## src/rtl/blm_pkg.sv

```systemverilog
package blm_pkg;
  localparam int ADDR_W  = 32;
  localparam int QW_W    = 64;
  localparam int LINE_QW = 4;
  localparam int QIDX_W  = $clog2(LINE_QW);
  localparam int LINE_W  = QW_W * LINE_QW;
  localparam int OFF_W   = $clog2(QW_W / 8);
  localparam int BUS_AW  = ADDR_W - OFF_W;

  typedef struct packed {
    logic              wr;
    logic [BUS_AW-1:0] addr;
    logic              cache;
    logic              pcd;
    logic [LINE_W-1:0] line;
  } bus_cyc_t;

  // interleaved quadword order inside a line
  function automatic logic [QIDX_W-1:0] qw_slot(input logic [QIDX_W-1:0] start,
                                                input logic [QIDX_W-1:0] beat);
    return start ^ beat;
  endfunction

  // writes are always bursts, reads need both sides to agree
  function automatic logic wants_burst(input logic wr, input logic cache, input logic ken);
    return wr | (cache & ken);
  endfunction

  function automatic logic [QW_W-1:0] line_qw(input logic [LINE_W-1:0] line,
                                              input logic [QIDX_W-1:0] slot);
    return line[slot*QW_W +: QW_W];
  endfunction
endpackage

```

## src/rtl/blm_beat_track.sv

```systemverilog
module blm_beat_track
  import blm_pkg::*;
#(
  parameter int BEATS = LINE_QW
) (
  input  logic              clk,
  input  logic              rst_n,
  input  logic              load,
  input  logic              rdy,
  input  logic              cyc_wr,
  input  logic              cyc_cache,
  input  logic              ken,
  input  logic              nxa,
  input  logic [QIDX_W-1:0] start_slot,
  output logic              first,
  output logic              burst_now,
  output logic              last,
  output logic              nxa_seen,
  output logic [QIDX_W-1:0] slot
);
  localparam logic [QIDX_W-1:0] LAST_BEAT = QIDX_W'(BEATS - 1);

  logic [QIDX_W-1:0] beat_q;
  logic              burst_q;
  logic              nxa_q;

  assign first     = (beat_q == '0);
  assign burst_now = first ? wants_burst(cyc_wr, cyc_cache, ken) : burst_q;
  assign last      = rdy && (!burst_now || beat_q == LAST_BEAT);
  assign slot      = qw_slot(start_slot, beat_q);
  assign nxa_seen  = nxa_q;

  always_ff @(posedge clk) begin
    if (!rst_n) begin
      beat_q  <= '0;
      burst_q <= 1'b0;
      nxa_q   <= 1'b0;
    end else if (load) begin
      beat_q  <= '0;
      burst_q <= 1'b0;
      nxa_q   <= 1'b0;
    end else if (rdy) begin
      beat_q <= beat_q + 1'b1;
      if (first) begin
        burst_q <= burst_now;
        nxa_q   <= burst_now && nxa;
      end
    end
  end
endmodule

```

## src/rtl/blm_fill_buf.sv

```systemverilog
module blm_fill_buf
  import blm_pkg::*;
(
  input  logic              clk,
  input  logic              rst_n,
  input  logic              wen,
  input  logic [QIDX_W-1:0] slot,
  input  logic [QW_W-1:0]   rdata,
  input  logic              last,
  input  logic              burst,
  output logic [LINE_W-1:0] fill_line,
  output logic              fill_valid,
  output logic              single_valid,
  output logic [QW_W-1:0]   single_data
);
  for (genvar g = 0; g < LINE_QW; g++) begin : g_qw
    logic [QW_W-1:0] qw_q;
    always_ff @(posedge clk) begin
      if (!rst_n)                                  qw_q <= '0;
      else if (wen && slot == QIDX_W'(g))          qw_q <= rdata;
    end
    assign fill_line[g*QW_W +: QW_W] = qw_q;
  end

  always_ff @(posedge clk) begin
    if (!rst_n) begin
      fill_valid   <= 1'b0;
      single_valid <= 1'b0;
      single_data  <= '0;
    end else begin
      fill_valid   <= wen && last && burst;
      single_valid <= wen && last && !burst;
      if (wen && last && !burst) single_data <= rdata;
    end
  end
endmodule

```

## src/rtl/burst_line_master.sv

```systemverilog
module burst_line_master
  import blm_pkg::*;
(
  input  logic              clk,
  input  logic              rst_n,
  input  logic              req_valid,
  output logic              req_ready,
  input  logic              req_wr,
  input  logic              req_victim,
  input  logic              req_cache,
  input  logic              req_pcd,
  input  logic [BUS_AW-1:0] req_addr,
  input  logic [BUS_AW-1:0] req_vaddr,
  input  logic [LINE_W-1:0] req_line,
  output logic              bus_ads,
  output logic [BUS_AW-1:0] bus_addr,
  output logic              bus_cache,
  output logic              bus_pcd,
  output logic              bus_wr,
  input  logic              bus_rdy,
  input  logic              bus_ken,
  input  logic              bus_nxa,
  input  logic [QW_W-1:0]   bus_rdata,
  output logic              bus_wdata_oe,
  output logic [QW_W-1:0]   bus_wdata,
  output logic              fill_valid,
  output logic [LINE_W-1:0] fill_line,
  output logic              single_valid,
  output logic [QW_W-1:0]   single_data
);
  // cycle slots: pending (not strobed), victim, next (strobed early), current (data phase)
  bus_cyc_t pend_q, vic_q, nxt_q, cur_q, aph_q, iss;
  logic     pend_v, vic_v, nxt_v, cur_v, gap_q;

  // named internal events
  logic have_pend, pipe_ok, rdy_cur, cyc_done, reload, load;
  logic first, burst_now, last, nxa_seen, accept;
  logic [QIDX_W-1:0] slot;
  logic rd_burst_mid;

  assign have_pend = pend_v || vic_v;
  assign iss       = pend_v ? pend_q : vic_q;
  assign pipe_ok   = cur_v && nxa_seen && !nxt_v;
  assign bus_ads   = have_pend && ((!cur_v && !gap_q) || pipe_ok);
  assign req_ready = !have_pend;
  assign accept    = req_valid && req_ready;

  assign rdy_cur  = bus_rdy && cur_v;
  assign cyc_done = cur_v && last;
  assign reload   = cyc_done && (nxt_v || bus_ads);
  assign load     = (bus_ads && !cur_v) || reload;
  assign rd_burst_mid = cur_v && !cur_q.wr && !first && burst_now;

  blm_beat_track #(.BEATS(LINE_QW)) u_beat (
    .clk        (clk),
    .rst_n      (rst_n),
    .load       (load),
    .rdy        (rdy_cur),
    .cyc_wr     (cur_q.wr),
    .cyc_cache  (cur_q.cache),
    .ken        (bus_ken),
    .nxa        (bus_nxa),
    .start_slot (cur_q.addr[QIDX_W-1:0]),
    .first      (first),
    .burst_now  (burst_now),
    .last       (last),
    .nxa_seen   (nxa_seen),
    .slot       (slot)
  );

  blm_fill_buf u_fill (
    .clk          (clk),
    .rst_n        (rst_n),
    .wen          (rdy_cur && !cur_q.wr),
    .slot         (slot),
    .rdata        (bus_rdata),
    .last         (last),
    .burst        (burst_now),
    .fill_line    (fill_line),
    .fill_valid   (fill_valid),
    .single_valid (single_valid),
    .single_data  (single_data)
  );

  // address-phase outputs follow the strobe and hold until the next one
  assign bus_addr  = bus_ads ? iss.addr  : aph_q.addr;
  assign bus_cache = bus_ads ? iss.cache : aph_q.cache;
  assign bus_pcd   = bus_ads ? iss.pcd   : aph_q.pcd;
  assign bus_wr    = bus_ads ? iss.wr    : aph_q.wr;

  assign bus_wdata_oe = cur_v && cur_q.wr;
  assign bus_wdata    = bus_wdata_oe ? line_qw(cur_q.line, slot) : '0;

  // request intake
  always_ff @(posedge clk) begin
    if (!rst_n) begin
      pend_v <= 1'b0;
      vic_v  <= 1'b0;
      pend_q <= '0;
      vic_q  <= '0;
    end else begin
      if (accept) begin
        pend_v       <= 1'b1;
        pend_q.wr    <= req_wr;
        pend_q.addr  <= req_addr;
        pend_q.cache <= req_wr ? 1'b1 : req_cache;
        pend_q.pcd   <= req_wr ? 1'b0 : req_pcd;
        pend_q.line  <= req_line;
        if (!req_wr && req_victim) begin
          vic_v       <= 1'b1;
          vic_q.wr    <= 1'b1;
          vic_q.addr  <= req_vaddr;
          vic_q.cache <= 1'b1;
          vic_q.pcd   <= 1'b0;
          vic_q.line  <= req_line;
        end
      end else if (bus_ads) begin
        if (pend_v) pend_v <= 1'b0;
        else        vic_v  <= 1'b0;
      end
    end
  end

  // strobe bookkeeping and data-phase ownership
  always_ff @(posedge clk) begin
    if (!rst_n) begin
      cur_v <= 1'b0;
      nxt_v <= 1'b0;
      gap_q <= 1'b0;
      cur_q <= '0;
      nxt_q <= '0;
      aph_q <= '0;
    end else begin
      gap_q <= cyc_done && !nxt_v && !bus_ads;
      if (bus_ads) aph_q <= iss;
      if (bus_ads && !cur_v) begin
        cur_v <= 1'b1;
        cur_q <= iss;
      end else if (cyc_done) begin
        if (nxt_v) begin
          cur_q <= nxt_q;
          nxt_v <= 1'b0;
        end else if (bus_ads) begin
          cur_q <= iss;
        end else begin
          cur_v <= 1'b0;
        end
      end else if (bus_ads) begin
        nxt_q <= iss;
        nxt_v <= 1'b1;
      end
    end
  end
endmodule

```

## config.mk

```make
export PLATFORM = sky130hd
export DESIGN_NAME = burst_line_master
export DESIGN_NICKNAME = d
export VERILOG_FILES = /design/src/rtl/blm_pkg.sv /design/src/rtl/blm_beat_track.sv /design/src/rtl/blm_fill_buf.sv /design/src/rtl/burst_line_master.sv
export SDC_FILE = /design/constraint.sdc
export NUM_CORES = 2
export LEC_CHECK = 0
export ABC_AREA = 0
export BUFFER_PORTS_ARGS = -buffer_cell sky130_fd_sc_hd__buf_4
export CAP_MARGIN = 25
export CORE_UTILIZATION = 34
export CTS_CLUSTER_DIAMETER = 200
export CTS_CLUSTER_SIZE = 20
export DETAILED_ROUTE_END_ITERATION = 12
export SYNTH_ARGS = -nofsm -noshare
export SYNTH_HDL_FRONTEND = slang
export SYNTH_HIERARCHICAL = 1
export SYNTH_SLANG_ARGS = --single-unit
```

## constraint.sdc

```tcl
create_clock -name clk -period 2.9 [get_ports clk]
set_clock_uncertainty 0.15 [all_clocks]
set_input_delay 0.29 -clock clk [delete_from_list [all_inputs] [get_ports clk]]
set_output_delay 0.29 -clock clk [all_outputs]
set_load 0.02 [all_outputs]
```

Yosys cells after proc, flatten, opt, wreduce, memory -nomap -nowiden --
Index checks and enable logic that the tools add are counted. Widths: inputs -> output; s select.
Cells by class: add/subtract/negate cells 1, equal/unequal tests 8, shifts and indexed selects 1, mux-type cells 25, bitwise operators 6, reduce and logical (&&, ||, !) cells 50
Operators by type and width (number):
- $mux 288 | 5
- $shiftx 256x9->64 | 1
- $mux 64 | 1
- $mux 29 | 1
- $logic_and 1x1->1 | 23
- $mux 1 | 18
- $reduce_and 3->1 | 3
- $logic_not 1->1 | 8
- $ne 2x1->1 const B | 4
- $reduce_and 2->1 | 4
- $eq 2x2->1 const B | 3
- $reduce_bool 2->1 | 3
- $logic_or 1x1->1 | 5
- $logic_not 2->1 | 2
- $not 1->1 | 3
- $reduce_bool 3->1 | 1
- $add 2x1->2 const B | 1
- $eq 2x1->1 const B | 1
- $reduce_or 2->1 | 1
- $xor 2x2->2 | 1
- $and 1x1->1 | 1
- $or 1x1->1 | 1
Word-level totals: register bits after elaboration 1485, bits of input ports 388

Depth between registers and ports, before layout --
word-level depth 10, depth in mapped cells 11

Modules after synthesis --
The synthesis kept the hierarchy.
By module, submodules not included:
- burst_line_master | times used 1, cells an instance 5126, area an instance 46128.0 um^2, seq. area each 22641.7 um^2
- blm_fill_buf | times used 1, cells an instance 1113, area an instance 11805.1 um^2, seq. area each 6446.2 um^2
- blm_beat_track | times used 1, cells an instance 27, area an instance 241.5 um^2, seq. area each 80.1 um^2

Least setup slack after synthesis --
OpenSTA, ideal clock, no wires.
path kind reg-to-output, start register u_beat.beat_q[0], end output port bus_wdata[10], data arrival time 2216 ps, slack 244 ps, cell stages (with the launch flop) 6, buffers on the path 2, cell sequence dfxtp_1 -> xor2_1 -> clkbuf_1 -> buf_2 -> mux4_2 -> and2_1
Between the ends: cells in the longest elaborated chain, start to end 3
Ends and longest elaborated chain:
- start: declaration | RTL line blm_beat_track.sv:23 | logic [QIDX_W-1:0] beat_q;
- start signal: assignment | RTL line blm_beat_track.sv:43 | beat_q <= beat_q + 1'b1;
- $xor 2x2->2 | RTL line blm_pkg.sv:21 | return start ^ beat;
- named net slot[0] | RTL line burst_line_master.sv:38 | logic [QIDX_W-1:0] slot;
- $shiftx 256x9->64 | RTL line blm_pkg.sv:31 | return line[slot*QW_W +: QW_W];
- $mux 64 | RTL line burst_line_master.sv:92 | assign bus_wdata = bus_wdata_oe ? line_qw(cur_q.line, slot) : '0;
- end: declaration | RTL line burst_line_master.sv:25 | output logic [QW_W-1:0] bus_wdata,
The timed path passes the listed nets, and every way through them passes these cells.

Worst setup path in the final report --
start register u_beat.beat_q[0], end output port bus_wdata[2]
Same word-level chain as after synthesis.

==> flow_summary_export.csv <==
group,metric,value,unit
run_status,outcome,"finished with violations",
run_status,violations,"setup timing",
floorplan,dieArea,0.1728,mm^2
final_layout,fin_util,43.30,%
global_route,grt_pass1_wl,285100,um
cts,clk_pin_slew_worst_paths,90,ps
global_route,grt_use_total,21.28,%
setup_path,critPathLaunchType,"flop",
power_and_ir_drop,switching_power,9.815,mW
power_and_ir_drop,swShare,26.23,%
floorplan,core_region_area,0.1697,mm^2
global_route,grt_pass1_vias,44985,
power_and_ir_drop,p_comb_share,12.3,%
power_and_ir_drop,ir_drop,0.0004511,V
power_and_ir_drop,pwr-share-seq,55.6,%
sta,hold_viol,0,
global_route,grt_overflow,0,
final_layout,design_area,0.07346,mm^2
sta,fin_ws,-191.9,ps
placement,port_buffers,808,
sta,tightest_slew,1055,ps
final_layout,final_nets,7583,
placement,placed_cell_area,0.06649,mm^2
drt,drc_errors,0,
setup_path,cp-end-kind,"primary output",
final_layout,fillCellCount,16276,
yosys,synth-edff-count,0,
power_and_ir_drop,cellLeakagePower,27.62,nW
floorplan,die_w,415.6,um
final_layout,drive_gt1_share,20.43,%
flow_run,drv_cap,0,
power_and_ir_drop,power.share.clock,32.1,%
yosys,ys_ff_latch,1457,
yosys,yosysWarnings,6,
placement,place_ws,116.3,ps
yosys,netlist_area,0.05817,mm^2
sta,fin_crit,3092,ps
setup_path,arrival,2650,ps
power_and_ir_drop,p_int,27.60,mW
sta,rsz0062_at_grt,"yes",
hold_path,holdPathStages,3,
drt,ant_nets,0,
yosys,synth.distinct_cells,45,
setup_path,rrSetupSlack,70,ps
sta,finalSetupViolations,64,
setup_path,path_depth,7,
setup_path,crit_family,"buffers and inverters",
drt,avgViaCountPerCell,5.008,
drt,vias,47317,
global_route,antenna_found_initial,48,
cts,cts_root_buf,"clkbuf_16",
power_and_ir_drop,power_density,509.3,mW/mm^2
cts,clkLatencyLatePin,730,ps
placement,dp.cells,8917,
cts,cts_tree,"yes",
cts,cts_inserted_buffers,82,
drt,drt_first_iter_violations,3201,
setup_path,cp_data_required_time,2460,ps
floorplan,io_pins,809,
setup_path,crit_top_cell,"buf_6",
cts,cts_sinks,1457,
placement,dp_hpwl,129500,um
setup_path,path_max_fanout,13,
floorplan,start_util,34.29,%
cts,htreeDepth,3,
setup_path,critPathMaxStageDelay,570,ps
final_layout,layout.cells.non_filler,9449,
placement,finalWeightedCongestion,0.8746,
hold_path,hp-class,"in2reg",
sta,slew_headroom,29.65,%
sta,slew_violations,0,
yosys,ys_seq_area_share,50.14,%
sta,finalCritPeriodShare,106.6,%
yosys,synthArstFlopShare,0,%
drt,wl,192800,um
cts,cts_buffer_depth,3,
yosys,syn_nets,6656,
global_route,grt_max_degree,186,
floorplan,die_y,415.6,um
yosys,netlist_instances,6266,
sta,fmax,323.4,MHz
setup_path,ff2ff_path_depth,13,
yosys,syn_area_per_cell,9.284,um^2
floorplan,rows,151,
final_layout,syn2layout_area_growth,26.28,%
sta,fin_hold_ws,5.377,ps
setup_path,slowest_stage,"mux4_2",
setup_path,criticalPathCategory,"reg2out",
drt,drt_first_pass_iters,5,
setup_path,path_buf_inv,4,
drt,wire_per_inst,20.40,um
setup_path,path_cells,"buf_6 > xor2_4 > buf_12 > buf_16 > mux4_2 > and2_4 > buf_6",
yosys,synth_flop_cell,"dfxtp_1",
[sequential cells by signal, summed over array words and instances, names as in the netlist, 2 cells and up]
name,count
pend_q,288
vic_q,286
cur_q,260
nxt_q,260
u_fill/g_qw.qw_q,256
u_fill/single_data,64
aph_q,32
u_beat/beat_q,2
[cell usage in the layout, fill, tap and decap left out, drive strengths merged, types with 68 or more instances in the layout]
master / count
nand2: 1533
a21oi: 615
buf: 966
and2: 68
nor2: 302
dlygate4sd3: 381
inv: 267
mux2: 258
o2bb2ai: 260
a211oi: 291
clkbuf: 86
dfxtp: 1457
mux2i: 609
[path summary, 6_finish.rpt]
path / from / to
setup reg to reg: u_beat/beat_q[0] / cur_q[157]
setup / recovery: u_beat/beat_q[0] / bus_wdata[2]
hold reg to reg: pend_q[256] / pend_q[256]
hold / removal: bus_rdata[12] / u_fill/g_qw[3].qw_q[12]
[logic make-up (layout without fill, tap and decap cells)]
kind of cell,Yosys count,after routing,synth area share (%)
compound gates,1171,1171,13.03
xor+xnor,3,3,0.04517
fa+ha+maj,2,2,0.04301
buf+inv,773,1707,5.852
flops,1457,1457,50.14
mux,931,931,17.95
other cells,0,31,0
simple gates,1929,1929,12.94
[worst register-to-register path: stages (launching register included)]
cell and delay (ps):
dfxtp_2 340, buf_4 100, inv_1 30, ha_1 250, nor2_1 120, a21oi_1 80
a21boi_2 270, nand3_1 190, a21oi_4 240, o21ai_4 110, buf_12 180, buf_4 140
clkbuf_16 200, o2bb2ai_1 400
[per-stage QoR]
| step | power (mW) | TNS (ps) |
|---|---|---|
| floorplan | 23.53 | 0 |
| global placement | 25.20 | 0 |
| detailed placement | 25.27 | 0 |
| CTS | 37.75 | -14250 |
| global route | 38.81 | -15090 |
| finish | 37.42 | -8021 |
[what timing repair did]
item / in CTS / in global routing
gates resized for setup: 145 / 19
hold buffers: 380 / 1
hold endpoints to repair: 870 / 1
gates cloned: 5 / 2
buffers inserted: 19 / 8
setup endpoints to repair: 97 / 257
pin swaps: 4 / 4
[cell usage after synthesis (10+ instances only)]
library cell	count	share of area (%)
o2bb2ai_1	260	3.9
buf_6	22	0.43
buf_1	16	0.10
buf_2	148	1.3
nand2_1	1533	9.9
mux2_2	258	5.0
a211oi_1	291	3.8
inv_1	265	1.7
a21oi_1	614	5.3
buf_4	10	0.13
nor2_1	301	1.9
mux2i_1	609	10
mux4_2	64	2.5
dfxtp_1	1457	50
clkbuf_1	303	2.0
and2_1	68	0.73
[routing by layer]
metal,up-vias,global-route usage (%),routed length (um)
li1,22932,-,-
met1,22733,26.52,80690
met2,1294,36.39,94690
met3,338,3.283,9102
met4,20,8.887,8191
met5,-,0,127
[power by group through the flow]
stage,clock network [mW],registers [mW],logic (mW)
2_1_floorplan,0,21.2,2.29
3_3_place_gp,0,21.2,3.95
3_5_place_dp,0,21.3,4.00
4_1_cts,12.4,20.8,4.59
5_1_grt,13.0,20.9,4.91
6_report,12.0,20.8,4.59
[area by class of cell]
type | instances | area, um^2 | share of cell area [%]
clock buffers | 83 | 2056 | 2.798
flip-flops and latches | 1457 | 29180 | 39.72
multi-input cells | 4036 | 25890 | 35.24
inverters | 266 | 1006 | 1.369
clock inverters | 8 | 152.6 | 0.2078
repair buffers | 1350 | 12330 | 16.78
well taps | 2218 | 2775 | 3.778
diodes | 31 | 77.57 | 0.1056
No activity file was read; power rests on OpenSTA's default activity.
